$ cat src/rtl/uctl_pkg.sv
package uctl_pkg;

    // command opcodes, field [7:4] of a command write
    localparam logic [3:0] OP_NOP     = 4'd0;
    localparam logic [3:0] OP_RST_RX  = 4'd1;
    localparam logic [3:0] OP_RST_TX  = 4'd2;
    localparam logic [3:0] OP_CLR_ERR = 4'd3;
    localparam logic [3:0] OP_CLR_BRK = 4'd4;
    localparam logic [3:0] OP_BRK_ON  = 4'd5;
    localparam logic [3:0] OP_BRK_OFF = 4'd6;
    localparam logic [3:0] OP_CLR_CTS = 4'd7;
    localparam logic [3:0] OP_RFR_ON  = 4'd13;
    localparam logic [3:0] OP_RFR_OFF = 4'd14;

    // enable / disable bits in the low nibble of a command write
    localparam int EN_RX_BIT  = 0;
    localparam int DIS_RX_BIT = 1;
    localparam int EN_TX_BIT  = 2;
    localparam int DIS_TX_BIT = 3;

    // interrupt source positions
    localparam int IRQ_W      = 7;
    localparam int IRQ_TXLEV  = 0;
    localparam int IRQ_STALE  = 3;
    localparam int IRQ_RXLEV  = 4;
    localparam int IRQ_CTSCHG = 5;
    localparam int IRQ_CTSNOW = 6;
    localparam logic [IRQ_W-1:0] IRQ_VALID =
        IRQ_W'((1 << IRQ_TXLEV) | (1 << IRQ_STALE) | (1 << IRQ_RXLEV) |
               (1 << IRQ_CTSCHG) | (1 << IRQ_CTSNOW));

    localparam int STAT_W = 8;

    typedef struct packed {
        logic rst_rx;
        logic rst_tx;
        logic clr_err;
        logic clr_brk;
        logic clr_cts;
    } act_t;

endpackage

$ cat src/rtl/uctl_cmd.sv
module uctl_cmd
    import uctl_pkg::*;
(
    input  logic       clk,
    input  logic       rst_n,
    input  logic       cmd_wr,
    input  logic [7:0] cmd_byte,
    output act_t       strobe,
    output act_t       act_q,
    output logic       rx_en,
    output logic       tx_en,
    output logic       brk_on,
    output logic       rfr
);

    typedef struct packed {
        logic rx_en;
        logic tx_en;
        logic brk;
        logic rfr;
        act_t act;
    } cmd_state_t;

    cmd_state_t cur_q, nxt_d;
    logic [3:0] op;

    always_comb begin
        op     = cmd_byte[7:4];
        strobe = '0;
        if (cmd_wr) begin
            case (op)
                OP_RST_RX:  strobe.rst_rx  = 1'b1;
                OP_RST_TX:  strobe.rst_tx  = 1'b1;
                OP_CLR_ERR: strobe.clr_err = 1'b1;
                OP_CLR_BRK: strobe.clr_brk = 1'b1;
                OP_CLR_CTS: strobe.clr_cts = 1'b1;
                default:    ;
            endcase
        end

        nxt_d     = cur_q;
        nxt_d.act = strobe;
        if (cmd_wr) begin
            if (cmd_byte[EN_RX_BIT])  nxt_d.rx_en = 1'b1;
            if (cmd_byte[DIS_RX_BIT]) nxt_d.rx_en = 1'b0;
            if (strobe.rst_rx)        nxt_d.rx_en = 1'b0;
            if (cmd_byte[EN_TX_BIT])  nxt_d.tx_en = 1'b1;
            if (cmd_byte[DIS_TX_BIT]) nxt_d.tx_en = 1'b0;
            if (strobe.rst_tx)        nxt_d.tx_en = 1'b0;
            if (op == OP_BRK_ON)                      nxt_d.brk = 1'b1;
            if (op == OP_BRK_OFF || strobe.rst_tx)    nxt_d.brk = 1'b0;
            if (op == OP_RFR_ON)                      nxt_d.rfr = 1'b1;
            if (op == OP_RFR_OFF)                     nxt_d.rfr = 1'b0;
        end
    end

    always_ff @(posedge clk) begin
        if (!rst_n) cur_q <= '0;
        else        cur_q <= nxt_d;
    end

    assign act_q  = cur_q.act;
    assign rx_en  = cur_q.rx_en;
    assign tx_en  = cur_q.tx_en;
    assign brk_on = cur_q.brk;
    assign rfr    = cur_q.rfr;

    assert_rstrx_src_R2: assert property (@(posedge clk) disable iff (!rst_n)
        act_q.rst_rx |-> $past(cmd_wr && cmd_byte[7:4] == OP_RST_RX));

    assert_rxen_dropped_R3: assert property (@(posedge clk) disable iff (!rst_n)
        act_q.rst_rx |-> !rx_en);

    assert_brk_off_txrst_R4: assert property (@(posedge clk) disable iff (!rst_n)
        act_q.rst_tx |-> !brk_on);

    assert_rfr_rise_R5: assert property (@(posedge clk) disable iff (!rst_n)
        $rose(rfr) |-> $past(cmd_wr && cmd_byte[7:4] == OP_RFR_ON));

endmodule

$ cat src/rtl/uctl_sticky.sv
module uctl_sticky
    import uctl_pkg::*;
#(
    parameter int SYNC_STAGES = 2
) (
    input  logic clk,
    input  logic rst_n,
    input  logic ovr_evt,
    input  logic err_evt,
    input  logic brk_evt,
    input  logic cts_in,
    input  logic clr_err,
    input  logic clr_brk,
    input  logic clr_cts,
    output logic ovr,
    output logic err,
    output logic brk,
    output logic cts_now,
    output logic cts_chg
);

    typedef struct packed {
        logic [SYNC_STAGES-1:0] sync;
        logic                   cts_prev;
        logic                   ovr;
        logic                   err;
        logic                   brk;
        logic                   chg;
    } flag_state_t;

    flag_state_t cur_q, nxt_d;
    logic [SYNC_STAGES-1:0] shift_in;

    generate
        if (SYNC_STAGES == 1) begin : g_sync_one
            assign shift_in = cts_in;
        end else begin : g_sync_chain
            assign shift_in = {cur_q.sync[SYNC_STAGES-2:0], cts_in};
        end
    endgenerate

    assign cts_now = cur_q.sync[SYNC_STAGES-1];

    always_comb begin
        nxt_d          = cur_q;
        nxt_d.sync     = shift_in;
        nxt_d.cts_prev = cts_now;
        // clear first, then set: a coincident event survives
        if (clr_err) begin
            nxt_d.ovr = 1'b0;
            nxt_d.err = 1'b0;
        end
        if (clr_brk) nxt_d.brk = 1'b0;
        if (clr_cts) nxt_d.chg = 1'b0;
        if (ovr_evt) nxt_d.ovr = 1'b1;
        if (err_evt) nxt_d.err = 1'b1;
        if (brk_evt) nxt_d.brk = 1'b1;
        if (cts_now ^ cur_q.cts_prev) nxt_d.chg = 1'b1;
    end

    always_ff @(posedge clk) begin
        if (!rst_n) cur_q <= '0;
        else        cur_q <= nxt_d;
    end

    assign ovr     = cur_q.ovr;
    assign err     = cur_q.err;
    assign brk     = cur_q.brk;
    assign cts_chg = cur_q.chg;

    assert_ovr_fall_R7: assert property (@(posedge clk) disable iff (!rst_n)
        $fell(ovr) |-> $past(clr_err));

    assert_ovr_event_kept_R7: assert property (@(posedge clk) disable iff (!rst_n)
        ovr_evt |=> ovr);

    assert_brk_fall_R8: assert property (@(posedge clk) disable iff (!rst_n)
        $fell(brk) |-> $past(clr_brk));

    assert_ctschg_fall_R9: assert property (@(posedge clk) disable iff (!rst_n)
        $fell(cts_chg) |-> $past(clr_cts));

endmodule

$ cat src/rtl/uctl_irq.sv
module uctl_irq
    import uctl_pkg::*;
(
    input  logic             clk,
    input  logic             rst_n,
    input  logic             mask_wr,
    input  logic [IRQ_W-1:0] mask_in,
    input  logic [IRQ_W-1:0] raw,
    output logic [IRQ_W-1:0] masked,
    output logic             irq
);

    typedef struct packed {
        logic [IRQ_W-1:0] mask;
    } irq_state_t;

    irq_state_t cur_q, nxt_d;

    always_comb begin
        nxt_d = cur_q;
        if (mask_wr) nxt_d.mask = mask_in & IRQ_VALID;
    end

    always_ff @(posedge clk) begin
        if (!rst_n) cur_q <= '0;
        else        cur_q <= nxt_d;
    end

    assign masked = raw & cur_q.mask;
    assign irq    = |masked;

    assert_irq_needs_mask_R12: assert property (@(posedge clk) disable iff (!rst_n)
        irq |-> (cur_q.mask != '0));

    assert_mask_zero_quiet_R12: assert property (@(posedge clk) disable iff (!rst_n)
        (mask_wr && (mask_in & IRQ_VALID) == '0) |=> !irq);

endmodule

$ cat src/rtl/uctl_core.sv
module uctl_core
    import uctl_pkg::*;
#(
    parameter int ADDR_W      = 6,
    parameter int DATA_W      = 32,
    parameter int BYTE_W      = 8,
    parameter int SYNC_STAGES = 2
) (
    input  logic              clk,
    input  logic              rst_n,
    input  logic [ADDR_W-1:0] reg_addr,
    input  logic              reg_wr,
    input  logic              reg_rd,
    input  logic [DATA_W-1:0] reg_wdata,
    output logic [DATA_W-1:0] reg_rdata,
    input  logic [BYTE_W-1:0] rx_data_i,
    input  logic              rx_ready_i,
    input  logic              rx_full_i,
    input  logic              tx_ready_i,
    input  logic              tx_empty_i,
    input  logic              hunt_i,
    input  logic              overrun_evt_i,
    input  logic              frame_err_evt_i,
    input  logic              break_evt_i,
    input  logic              cts_i,
    input  logic              tx_lev_i,
    input  logic              rx_stale_i,
    input  logic              rx_lev_i,
    output logic              tx_push_o,
    output logic [BYTE_W-1:0] tx_data_o,
    output logic              rx_pop_o,
    output logic [BYTE_W-1:0] clk_sel_o,
    output logic              rx_en_o,
    output logic              tx_en_o,
    output logic              break_o,
    output logic              rfr_o,
    output logic              rst_rx_o,
    output logic              rst_tx_o,
    output logic              clr_err_o,
    output logic              clr_brk_o,
    output logic              clr_cts_o,
    output logic              irq_o
);

    localparam logic [ADDR_W-1:0] OFS_STAT_CLK = ADDR_W'(8'h08);
    localparam logic [ADDR_W-1:0] OFS_FIFO     = ADDR_W'(8'h0C);
    localparam logic [ADDR_W-1:0] OFS_MISR_CMD = ADDR_W'(8'h10);
    localparam logic [ADDR_W-1:0] OFS_RAW_MASK = ADDR_W'(8'h14);

    typedef struct packed {
        logic [BYTE_W-1:0] clk_sel;
    } core_state_t;

    core_state_t cur_q, nxt_d;

    logic             wr_cmd, wr_mask, wr_clk;
    act_t             strobe, act_q;
    logic             ovr, err, brk, cts_now, cts_chg;
    logic [IRQ_W-1:0] raw, masked;
    logic [STAT_W-1:0] status;
    logic             unused_wdata;

    assign unused_wdata = ^reg_wdata[DATA_W-1:BYTE_W];

    assign wr_cmd  = reg_wr && (reg_addr == OFS_MISR_CMD);
    assign wr_mask = reg_wr && (reg_addr == OFS_RAW_MASK);
    assign wr_clk  = reg_wr && (reg_addr == OFS_STAT_CLK);

    uctl_cmd u_cmd (
        .clk      (clk),
        .rst_n    (rst_n),
        .cmd_wr   (wr_cmd),
        .cmd_byte (reg_wdata[7:0]),
        .strobe   (strobe),
        .act_q    (act_q),
        .rx_en    (rx_en_o),
        .tx_en    (tx_en_o),
        .brk_on   (break_o),
        .rfr      (rfr_o)
    );

    uctl_sticky #(.SYNC_STAGES(SYNC_STAGES)) u_sticky (
        .clk     (clk),
        .rst_n   (rst_n),
        .ovr_evt (overrun_evt_i),
        .err_evt (frame_err_evt_i),
        .brk_evt (break_evt_i),
        .cts_in  (cts_i),
        .clr_err (strobe.clr_err),
        .clr_brk (strobe.clr_brk),
        .clr_cts (strobe.clr_cts),
        .ovr     (ovr),
        .err     (err),
        .brk     (brk),
        .cts_now (cts_now),
        .cts_chg (cts_chg)
    );

    always_comb begin
        raw             = '0;
        raw[IRQ_TXLEV]  = tx_lev_i;
        raw[IRQ_STALE]  = rx_stale_i;
        raw[IRQ_RXLEV]  = rx_lev_i;
        raw[IRQ_CTSCHG] = cts_chg;
        raw[IRQ_CTSNOW] = cts_now;
    end

    uctl_irq u_irq (
        .clk     (clk),
        .rst_n   (rst_n),
        .mask_wr (wr_mask),
        .mask_in (reg_wdata[IRQ_W-1:0]),
        .raw     (raw),
        .masked  (masked),
        .irq     (irq_o)
    );

    assign status = {hunt_i, brk, err, ovr, tx_empty_i, tx_ready_i, rx_full_i, rx_ready_i};

    always_comb begin
        nxt_d = cur_q;
        if (wr_clk) nxt_d.clk_sel = reg_wdata[BYTE_W-1:0];
    end

    always_ff @(posedge clk) begin
        if (!rst_n) cur_q <= '0;
        else        cur_q <= nxt_d;
    end

    always_comb begin
        case (reg_addr)
            OFS_STAT_CLK: reg_rdata = DATA_W'(status);
            OFS_FIFO:     reg_rdata = DATA_W'(rx_data_i);
            OFS_MISR_CMD: reg_rdata = DATA_W'(masked);
            OFS_RAW_MASK: reg_rdata = DATA_W'(raw);
            default:      reg_rdata = '0;
        endcase
    end

    assign clk_sel_o = cur_q.clk_sel;
    assign tx_push_o = reg_wr && (reg_addr == OFS_FIFO);
    assign tx_data_o = reg_wdata[BYTE_W-1:0];
    assign rx_pop_o  = reg_rd && (reg_addr == OFS_FIFO);
    assign rst_rx_o  = act_q.rst_rx;
    assign rst_tx_o  = act_q.rst_tx;
    assign clr_err_o = act_q.clr_err;
    assign clr_brk_o = act_q.clr_brk;
    assign clr_cts_o = act_q.clr_cts;

    assert_clk_sel_hold_R13: assert property (@(posedge clk) disable iff (!rst_n)
        !$past(wr_clk) |-> $stable(clk_sel_o));

endmodule

$ cat config.mk
export PLATFORM = sky130hd
export DESIGN_NAME = uctl_core
export DESIGN_NICKNAME = d
export VERILOG_FILES = /design/src/rtl/uctl_pkg.sv /design/src/rtl/uctl_cmd.sv /design/src/rtl/uctl_sticky.sv /design/src/rtl/uctl_irq.sv /design/src/rtl/uctl_core.sv
export SDC_FILE = /design/constraint.sdc
export NUM_CORES = 1
export LEC_CHECK = 0
export BUFFER_PORTS_ARGS = -buffer_cell sky130_fd_sc_hd__buf_4
export CAP_MARGIN = 20
export CORE_AREA = 2 2 50 98
export DETAILED_ROUTE_END_ITERATION = 8
export DIE_AREA = 0 0 52 100
export GPL_ROUTABILITY_DRIVEN = 0
export GPL_TIMING_DRIVEN = 1
export PLACE_DENSITY = 0.86
export SLEW_MARGIN = 10
export SYNTH_ARGS = -nofsm -noshare
export SYNTH_HDL_FRONTEND = slang
export SYNTH_HIERARCHICAL = 1
export SYNTH_SLANG_ARGS = --single-unit
$ cat constraint.sdc
create_clock -name clk -period 2.4 [get_ports clk]
set_input_delay 0.48 -clock clk [delete_from_list [all_inputs] [get_ports clk]]
set_output_delay 0.48 -clock clk [all_outputs]
set_load 0.02 [all_outputs]
======== After elaboration in Yosys (flattened, before gate mapping) ========
Index checks and enable logic that the tools add are counted.
cells by class
  equality and inequality tests ........... 13
  multiplexer cells ....................... 24
  bitwise logic cells ..................... 2
  reduce and logical (&&, ||, !) cells .... 19
operators by type and width
  operator                                        count
  one-hot mux 8 bit (4 select lines)              1
  two-way mux 1 bit                               21
  == test 4 x 3 -> 1 bit (second input constant)  4
  == test 6 x 4 -> 1 bit (second input constant)  2
  == test 6 x 5 -> 1 bit (second input constant)  2
  nonzero test 2 bit                              6
  == test 4 x 2 -> 1 bit (second input constant)  2
  == test 4 bit (second input constant)           2
  AND reduction 2 bit                             4
  bitwise AND 7 bit                               1
  OR reduction 7 bit                              1
  nonzero test 3 bit                              2
  logical AND 1 bit                               5
  two-way mux 5 bit                               1
  == test 4 x 1 -> 1 bit (second input constant)  1
  two-way mux 2 bit                               1
  logical OR 1 bit                                1
  bitwise XOR 1 bit                               1
storage, ports and cells
  register bits after elaboration ......... 29
  input bits .............................. 62

======== Depth between registers and ports, before layout ========
  word-level depth ........................ 6
  depth in mapped cells ................... 8
  mapped depth without buffers ............ 7

======== Hierarchy ========
Netlist, hierarchy kept.
modules (own cells, without submodules)
  module       instances  cells an instance  area each (µm²)  sequential area each (µm²)
  uctl_core    1          111                930.9            160.2
  uctl_cmd     1          43                 381.6            180.2
  uctl_irq     1          26                 259.0            100.1
  uctl_sticky  1          19                 224.0            140.1

======== Least setup slack after synthesis ========
Ideal clock, no wire load.
  kind .................................... in2reg
  start point ............................. input reg_addr[1]
  end point ............................... register u_sticky.cur_q (netlist bit u_sticky/err)
  setup time .............................. 0.115 ns
  data arrival time ....................... 1.897 ns
  setup slack ............................. 0.389 ns
  cell stages on the path ................. 6
  path buffers ............................ 0
  path through ............................ nor4_2 > and3_2 > or3b_4 > nor2_1 > nor2b_1 > o21a_1
RTL lines
  item                  RTL line           text
  from (decl)           uctl_core.sv:11    input logic [ADDR_W-1:0] reg_addr,
  to (signal assigned)  uctl_sticky.sv:63  else cur_q <= nxt_d;
  to (decl)             uctl_sticky.sv:31  flag_state_t cur_q, nxt_d;

======== Worst setup path after layout ========
  start point ............................. register u_sticky.cur_q (netlist bit u_sticky/cts_chg)
  end point ............................... output reg_rdata[5]
between the ends
  word-level cells in the longest chain between the ends .. 2
RTL lines
  item                                RTL line          text
  bitwise AND 7 bit                   uctl_irq.sv:29    assign masked = raw & cur_q.mask;
  via masked[5]                       uctl_core.sv:59   logic [IRQ_W-1:0] raw, masked;
  one-hot mux 8 bit (4 select lines)  uctl_core.sv:131  case (reg_addr)
  to (decl)                           uctl_core.sv:15   output logic [DATA_W-1:0] reg_rdata,
The timed path passes the listed nets, and every way through them passes these cells.

==> results.md <==
- Adder-cell share of the synthesized area: 0
- Hold_sp: overrun_evt_i
- Layout Cells excl Fill: 319
- DR vias: 1573
- DRT Pass-1 Iters: 4
- Hold EP: u_sticky/ovr
- Slew Viols, Final: 0
- Smallest hold slack: 0.403 ns
- Final ANT Viol Nets: 0
- Crit-path max FO: 3
- Crit Reg-Reg Startpoint: u_cmd/brk_on
- Tcrit/Tclk final: 0.906
- Number of max-cap violations: 0
- Reg2Reg Setup Slack: 1.58 ns
- Netlist cell types: 43
- Core Area: 4510 µm²
- Tmin final: 2.17 ns
- Post-CTS resize count: 0
- Cells after Synth: 199
- Pleak: 1.05 nW
- # port buffers: 73
- Synthesized cell area: 1800 µm²
- Initial Utilization: 0.398
- CP startpoint kind: flip-flop
- Clk slew on worst S/H paths: 0.06 ns
- Dpl cells: 311
- CTS tree: done
- Mux contribution to synthesized area: 0.0725
- Die X: 52 µm
- Die ar.: 5200 µm²
- Internal power: 0.767 mW
- Setup violation total in the final timing report: 0
- Clock buffer count from CTS: 5
- Clock power share: 0.357
- Clock Skews: 0.00221 ns
- Min-Delay Path Depth: 2
- Die Y: 100 µm
- HP Class: input pin to flip-flop
- Top-area cell type share of the netlist area: 0.323
- Clk sinks: 29
- First-pass GRT wire length: 6.40 mm
- Pwr Density: 456 nW/µm²
- Diode count: 0
- Xor/xnor share of the synthesized area: 0.00488
- Post-synth EDFFs: 0
- Htree depth: 2
- CTS root buffer: clkbuf_8
- Post-CTS setup buffers: 0
- Mean Syn Cell Area: 9.02 µm²
- Top FF cell, synth: dfxtp_1
- Per-cell routed wire length: 12.7 µm
- Remaining DRCs: 0
- Tot GR Track Use: 0.162
- Buf+Inv Stages, Crit Path: 1
- Number of synthesized register bits: 29
- IO Count: 122
- GRT overflow: 0
- Nets@finish: 325
- Synth async-reset ratio: 0
- Largest net degree at the start of global routing: 37
- Gate power share: 0.171
- Setup tns final: 0 ns
- Seq pwr share: 0.472
- CP Cell Sequence: and2_1, or4bb_1, a21oi_1, a221o_1, buf_4
- Unrepaired setup endpoints after global routing: false
- Area added between synthesis and finish: 27.6%
- Switch Pwr: 0.278 mW
- Worst path required time: 1.92 ns
- Switching fraction of total power: 0.266
- Fmax: 460 MHz
- Area leader, netlist: dfxtp_1
- FF-to-FF path depth: 2
- Main combinational cell family by area after synthesis: simple AND/OR/NAND/NOR gates
- Seq/Total Area, Yosys: 0.323
- Compound-gate portion of the synthesized area: 0.107
- Final wirelength: 4.04 mm
- Setup CP Type: flip-flop to output port
- Hpwl dp: 3.11 mm
- Worst path top cell family by delay: simple AND/OR/NAND/NOR gates
- Share of layout cells above drive strength 1: 0.352
- Outcome: complete, no violations
- RR Endpoint: u_cmd/brk_on
- Initial DRC Count: 18
- Synth warn: 6
- Nature of the critical path endpoint: output port
- CP peak stage delay: 0.48 ns
- VDD IR max: 0.000341 V
- CTS Hold Bufs: 0
- Fin util: 0.508
- Row count: 35
- Synth area leaders: dfxtp_1, buf_4, mux2i_1
- Initial antenna violation count: 0
- Later-pin clock latency in the skew report: 0.28 ns
- Synth Area in Simple Gates: 0.314
- Number of global-route vias before repair: 1454
- Slowest CP cell: or4bb_1
- Critical Path AT: 1.69 ns
- DR vias/cell: 4.93
- Max Buffers Root-to-Sink: 2
- Final hold viol count: 0
==> worst max-delay path by stage <==
stage,slack (ns),from,cells after the start,to
floorplan,0.39,reg_addr[1],6,u_sticky/err
global placement,0.17,reg_addr[1],7,u_sticky/ovr
detailed placement,0.18,reg_addr[1],7,u_sticky/err
CTS,0.21,u_sticky/cts_chg,5,reg_rdata[5]
global route,0.11,u_sticky/cts_chg,5,reg_rdata[5]
finish,0.23,u_sticky/cts_chg,5,reg_rdata[5]
==> final cells by class <==
| type | count | area (µm²) |
|---|---|---|
| inverter | 2 | 7.51 |
| timing repair buffer | 75 | 563 |
| clock buffer | 8 | 80.1 |
| multi-input combinational | 150 | 991 |
| fill | 405 | 2220 |
| sequential | 29 | 581 |
| tap | 55 | 68.8 |
==> cell families (layout without fill, tap and decap cells) <==
group / count (synthesis) / after routing
mux: 13 / 13
simple gates: 85 / 85
buf+inv: 44 / 85
other cells: 2 / 26
xor+xnor: 1 / 1
flops: 29 / 29
compound gates: 25 / 25
==> per-layer routing <==
metal,vias up,routed length [µm],GRT usage
li1,759,-,-
met1,742,1630,0.188
met2,65,2000,0.263
met3,7,347,0.0595
met4,0,58,0.0628
met5,-,0,0
==> power by group through the flow <==
stage / logic (mW) / clock network [mW] / registers, mW
detailed placement: 0.178 / 0 / 0.504
floorplan: 0.136 / 0 / 0.504
finish: 0.178 / 0.373 / 0.494
global route: 0.194 / 0.404 / 0.495
CTS: 0.178 / 0.383 / 0.494
global placement: 0.173 / 0 / 0.504
==> layout by cell type, fill, tap and decap left out, types with 2 or more instances in the layout <==
cell	count
a21oi_1	6
a221o_1	6
a22o_1	2
and2_1	10
and3_1	4
and3_2	2
buf_4	75
clkbuf_1	3
clkbuf_8	5
conb_1	26
dfxtp_1	29
inv_1	2
mux2i_1	13
nand2_1	24
nand2b_1	2
nand3_1	2
nand4b_1	4
nor2_1	6
nor2b_1	11
nor3_1	3
nor3_4	3
o21a_1	3
o21ai_0	2
or4bb_1	4
==> metrics by stage <==
step | instance area [µm²] | setup WS (ns) | power, mW
floorplan | 1890 | 0.389 | 0.640
global placement | 2210 | 0.174 | 0.677
detailed placement | 2210 | 0.179 | 0.682
CTS | 2290 | 0.212 | 1.06
global route | 2290 | 0.109 | 1.09
finish | 2290 | 0.226 | 1.05
==> cell usage after synthesis (2+ instances only) <==
master / instances
nor3_1: 3
buf_2: 2
buf_4: 34
nor3_4: 3
o21a_1: 3
nor2_1: 6
clkbuf_1: 4
or4bb_1: 4
dfxtp_1: 29
nand4b_1: 4
o21ai_0: 2
a221o_1: 6
nand2b_1: 2
and2_1: 10
inv_1: 2
nand3_1: 2
and3_1: 4
a22o_1: 2
mux2i_1: 13
a21oi_1: 6
conb_1: 2
and3_2: 2
nand2_1: 24
nor2b_1: 11
==> state kept, by name, summed over array words and instances (netlist names) <==
signal            cells
clk_sel_o             8
u_sticky/cur_q        2
u_cmd/rfr             1
u_cmd/act_q           5
u_irq/cur_q           5
u_sticky/ovr          1
u_cmd/rx_en           1
u_sticky/brk          1
u_sticky/cts_now      1
u_sticky/cts_chg      1
u_cmd/tx_en           1
u_cmd/brk_on          1
u_sticky/err          1
No activity file was read; power rests on OpenSTA's default activity.
